## src/rtl/pfd_pkg.sv

```systemverilog
package pfd_pkg;
  typedef enum logic [1:0] {
    PFD_IDLE = 2'b00,
    PFD_UP   = 2'b01,
    PFD_DN   = 2'b10
  } pfd_state_e;
endpackage

```

## src/rtl/pfd_edge_sync.sv

```systemverilog
module pfd_edge_sync #(
  parameter int STAGES = 2
) (
  input  logic clk,
  input  logic rst_n,
  input  logic din,
  output logic rise
);
  localparam int LAST = STAGES - 1;

  logic [LAST:0] sync_q, sync_d;
  logic          prev_q, prev_d;

  always_comb begin
    sync_d = {sync_q[LAST-1:0], din};
    prev_d = sync_q[LAST];
  end

  always_ff @(posedge clk or negedge rst_n) begin
    if (!rst_n) begin
      sync_q <= '0;
      prev_q <= 1'b0;
    end else begin
      sync_q <= sync_d;
      prev_q <= prev_d;
    end
  end

  assign rise = sync_q[LAST] & ~prev_q;
endmodule

```

## src/rtl/pfd_fsm.sv

```systemverilog
module pfd_fsm
  import pfd_pkg::*;
(
  input  logic clk,
  input  logic rst_n,
  input  logic ref_rise,
  input  logic fb_rise,
  output logic pump_en,
  output logic pump_val,
  output logic locked
);
  pfd_state_e state_q, state_d;

  always_comb begin
    state_d = state_q;
    unique case ({ref_rise, fb_rise})
      2'b11: state_d = PFD_IDLE;
      2'b10: state_d = (state_q == PFD_DN) ? PFD_IDLE : PFD_UP;
      2'b01: state_d = (state_q == PFD_UP) ? PFD_IDLE : PFD_DN;
      default: state_d = state_q;
    endcase
  end

  always_ff @(posedge clk or negedge rst_n) begin
    if (!rst_n) state_q <= PFD_IDLE;
    else        state_q <= state_d;
  end

  assign pump_en  = (state_q != PFD_IDLE);
  assign pump_val = (state_q == PFD_UP);
  assign locked   = (state_q == PFD_IDLE);
endmodule

```

## src/rtl/pfd_tristate.sv

```systemverilog
module pfd_tristate #(
  parameter int SYNC_STAGES = 2
) (
  input  logic clk,
  input  logic rst_n,
  input  logic ref_in,
  input  logic fb_in,
  output logic pump_en,
  output logic pump_val,
  output logic locked
);
  localparam int NUM_IN = 2;

  logic [NUM_IN-1:0] raw_vec;
  logic [NUM_IN-1:0] rise_vec;
  logic              ref_rise;
  logic              fb_rise;

  assign raw_vec = {fb_in, ref_in};

  for (genvar i = 0; i < NUM_IN; i++) begin : g_in
    pfd_edge_sync #(.STAGES(SYNC_STAGES)) u_sync (
      .clk  (clk),
      .rst_n(rst_n),
      .din  (raw_vec[i]),
      .rise (rise_vec[i])
    );
  end

  assign ref_rise = rise_vec[0];
  assign fb_rise  = rise_vec[1];

  pfd_fsm u_fsm (
    .clk     (clk),
    .rst_n   (rst_n),
    .ref_rise(ref_rise),
    .fb_rise (fb_rise),
    .pump_en (pump_en),
    .pump_val(pump_val),
    .locked  (locked)
  );
endmodule

```

## config.mk

```make
export PLATFORM = sky130hd
export DESIGN_NAME = pfd_tristate
export DESIGN_NICKNAME = d
export VERILOG_FILES = /design/src/rtl/pfd_pkg.sv /design/src/rtl/pfd_edge_sync.sv /design/src/rtl/pfd_fsm.sv /design/src/rtl/pfd_tristate.sv
export SDC_FILE = /design/constraint.sdc
export NUM_CORES = 1
export LEC_CHECK = 0
export ABC_AREA = 1
export BUFFER_PORTS_ARGS = -buffer_cell sky130_fd_sc_hd__buf_4
export CORE_AREA = 2 2 39 41
export CTS_CLUSTER_SIZE = 12
export DETAILED_ROUTE_END_ITERATION = 7
export DIE_AREA = 0 0 41 43
export HOLD_SLACK_MARGIN = 0.08
export PLACE_DENSITY = 0.49
export SLEW_MARGIN = 20
export SYNTH_ARGS = -nofsm -noshare
export SYNTH_HDL_FRONTEND = slang
export SYNTH_SLANG_ARGS = --single-unit
```

## constraint.sdc

```tcl
create_clock -name clk -period 1.32 [get_ports clk]
set_clock_uncertainty 0.05 [all_clocks]
set_input_delay 0.396 -clock clk [delete_from_list [all_inputs] [get_ports clk]]
set_output_delay 0.396 -clock clk [all_outputs]
set_load 0.03 [all_outputs]
```

-- Word-level counts from Yosys, hierarchy flattened
Index checks and enable logic that the tools add are counted.
- flip-flop bits (word level): 8
- output and inout port bits: 3
- eq/ne operators: 5
- mux-type cells: 3
- bitwise gates (word level): 4
- reductions and logical operators: 3
- operators with widths (cell ; number):
    equality test 2 bit (second input constant) ; 3
    one-hot mux 2 bit (3 select lines) ; 1
    equality test 2 x 1 -> 1 bit (second input constant) ; 2
    nonzero test 3 bit ; 1
    bitwise AND 1 bit ; 2
    logical NOT 2 bit ; 1
    2-to-1 mux 2 bit ; 1
    NOT 1 bit ; 2
    nonzero test 2 bit ; 1
    2-to-1 mux 1 bit ; 1

-- Logic depth before layout (Yosys ltp)
- depth in word-level cells: 4
- gate-level depth with buffers: 7
- depth with buffers taken out: 7

-- By module
A second synthesis with hierarchy kept.
- cell total of the unflattened synthesis: 30
- area total of the unflattened synthesis: 320.3 um^2
- by module, submodules not included (module ; times used ; cells each ; area an instance (um^2) ; seq. area each (um^2)):
    pfd_edge_sync ; 2 ; 5 ; 85.1 ; 75.1
    pfd_fsm ; 1 ; 20 ; 150.1 ; 50.0

-- Worst setup path after synthesis
Ideal clock, no wire load.
- path kind: reg-to-output
- start point: reg u_fsm.state_q[1]
- end point: out pump_en
- arrival: 1.132 ns
- slack: -0.258 ns
- stages on the path, launching flop included: 3
- buffers on the path: 0
- path through: dfrtp_1 > nor2_1 > inv_1
- longest elaborated chain between the ends: 1
- ends and longest elaborated chain (element ; RTL line ; RTL):
    from (decl) ; pfd_fsm.sv:12 ; pfd_state_e state_q, state_d;
    from (signal assigned) ; pfd_fsm.sv:26 ; else state_q <= state_d;
    nonzero test 2 bit ; pfd_fsm.sv:29 ; assign pump_en = (state_q != PFD_IDLE);
    to (decl) ; pfd_tristate.sv:8 ; output logic pump_en,
Every way passes these cells.

-- Final worst setup path
- start point: reg u_fsm.state_q[0]
- end point: out pump_val
- longest elaborated chain between the ends: 1
- ends and longest elaborated chain (element ; RTL line ; RTL):
    equality test 2 x 1 -> 1 bit ; pfd_fsm.sv:30 ; assign pump_val = (state_q == PFD_UP);
    to (decl) ; pfd_tristate.sv:9 ; output logic pump_val,
Every way passes these cells.

==> results.yml <==
clock_tree:
  path_clk_slew_ns: 0.06
  clkLatencyLatePin_ns: 0.25
  cts_tree: "built"
  cts_sinks: 8
  numCtsBuffers: 3
  h-tree-depth: 1
  clock-root-buffer: "clkbuf_4"
  ctsLongestPathBuffers: 2
finish:
  utilization_pct: 31.6
  area_growth_pct: 40.6
  nNetsFinal: 50
  fill_cells: 153
  drive_gt1_share_pct: 31.7
  antenna_cells: 0
  stdcell_area_um2: 438
floorplanning:
  die_h_um: 43
  fp.coreArea_mm2: 0.00138
  ios: 7
  initial_utilization_pct: 22.5
  rows: 14
  die-area_mm2: 0.00176
  die_width_um: 41
synthesis:
  yosysUniqueCellTypes: 6
  synth_nets: 37
  syn_area_um2: 312
  netlist_instances: 30
  avgSynthCellArea_um2: 10.4
  ys_top_cells_by_count: "8 x dfrtp_1, 8 x inv_1, 7 x nor2_1"
  synth_top_area_share_pct: 64.3
  yosys.area.top_type: "dfrtp_1"
  synth_edf_count: 0
  seq_area_frac_synth_pct: 64.3
  yosys_warnings: 0
  async_flop_share_pct: 100
  yosys-top-cells-area: "dfrtp_1 64%, ha_1 12%, inv_1 9.6%, nor2_1 8.4%, a21oi_1 3.2%"
  yosys_most_used_dff: "dfrtp_1"
  ys_seq_elements: 8
grt:
  grt_max_degree: 9
  grt-ovfl-total: 0
  grt_pass1_vias: 188
  antenna_found_initial: 0
  grtUsageTotal_pct: 7.01
  grt_pass1_wl_um: 717
critical_path:
  critPathKind: "reg2out"
  cp.required_ns: 0.87
  start_kind: "flip-flop"
  rr_startpoint: "g_in[1].u_sync.prev_q"
  cp_max_fo: 3
  startpoint: "u_fsm.state_q[0]"
  reg2regPathDepth: 6
  endpoint_kind: "output port"
  arrival_ns: 0.98
min_path:
  hold_class: "in2reg"
  hold_start: "ref_in"
  whs_path_depth: 1
sta:
  fin_crit_sh_pct: 108
  finalHoldViolations: 0
  worstMarginPinSlew_ns: 0.169
  relSlewSlack_pct: 88.7
  slew_viol_final: 0
  fmax_mhz: 699
  setup_ws_ns: -0.111
  fin_crit_ns: 1.43
  tns_ns: -0.275
  finalSetupViolations: 3
  rsz0062_at_grt: "true"
placement:
  dpl_worst_slack_ns: 0.111
  portBuffers: 6
  hpwl_um: 299
  placed_area_um2: 384
  place_congestion: 0.616
power:
  vdd_drop_max_mv: 0.419
  p_comb_share_pct: 21.6
  seqPwrFrac_pct: 46.5
  power_frac_clock_pct: 31.9
  p_per_area_mw_per_mm2: 1340
  p_int_mw: 0.423
  cellLeakagePower_nw: 0.233
  power_mw: 0.588
  power_switching_mw: 0.165
  p_sw_share_pct: 28.0
drt:
  ant_nets: 0
  vias_per_cell: 3.72
  route.detailed.drc: 0
  vias: 212
  dr.pass1.iters: 2
  drt-initial-drc-count: 4
  wl_um: 412
  wire_per_inst_um: 7.23
job:
  maxCapViolCount: 0
status:
  status: "complete, but fails checks"
  violations: "setup timing"
-- placed cells by master (no fill, tap or decap), drive strengths merged --
cell / count
dlygate4sd3: 1
a21oi: 2
nor2: 7
clkbuf: 3
dfrtp: 8
buf: 7
nand2: 2
inv: 8
ha: 3
-- critical path, cell delays in order (launching register included) --
cell,delay (ns)
dfrtp_1,0.40
inv_1,0.07
nor2_2,0.11
buf_6,0.15
-- metal layers --
layer | wire (um) | global-route usage [%]
met1 | 187 | 6.00
met5 | 0 | 0
met2 | 173 | 9.38
met3 | 52 | 7.85
met4 | 0 | 4.00
-- registers in the layout (all words and copies together) (netlist names) --
signal,count
g_in.u_sync.sync_q,4
g_in.u_sync.prev_q,2
u_fsm.state_q,2
-- repair_timing --
action                     CTS  global route
gates resized for setup      5             0
pin swaps                    1             0
hold endpoints to repair     8             0
cloned                       0             0
setup endpoints to repair    3             3
hold buffers                 1             0
buffers inserted             1             0
-- final cells by class --
cell class	count	area (um^2)	share of cell area, %
clock buffer	3	22.5	5.14
inverter	8	30.0	6.86
multi-input combinational	14	91.3	20.9
sequential	8	200	45.7
tap	16	20.0	4.57
timing repair buffer	8	73.8	16.9
-- path summary, 6_finish.rpt --
kind	to	slack, ns
setup / recovery	pump_val	-0.11
setup reg to reg	u_fsm.state_q[0]	0.11
hold / removal	g_in[0].u_sync.sync_q[0]	0.20
min in group asynchronous	g_in[0].u_sync.sync_q[1]	0.43
hold reg to reg	g_in[0].u_sync.sync_q[1]	0.29
max in group asynchronous	g_in[0].u_sync.prev_q	0.65
-- kinds of logic after synthesis --
group                      count (synthesis)  synth area share, %
adders and majority gates                  3                 12.0
buffers and inverters                      8                 9.64
DFF                                        8                 64.3
AOI/OAI and AO/OA                          2                 3.21
and+or+nand+nor                            9                 10.8
-- through the flow --
stage / hold slack, ns / instances
2_1_floorplan: 0.0504 / 30
5_1_grt: 0.183 / 57
4_1_cts: 0.196 / 57
3_5_place_dp: 0.169 / 52
3_3_place_gp: 0.170 / 52
6_report: 0.202 / 57
-- power groups by stage --
stage | registers, mW | clock network, mW | logic [mW]
2_1_floorplan | 0.276 | 0 | 0.0664
3_3_place_gp | 0.278 | 0 | 0.106
3_5_place_dp | 0.278 | 0 | 0.106
4_1_cts | 0.273 | 0.198 | 0.129
5_1_grt | 0.275 | 0.215 | 0.141
6_report | 0.273 | 0.187 | 0.127
Note: power is estimated with default switching activity, not from simulation.
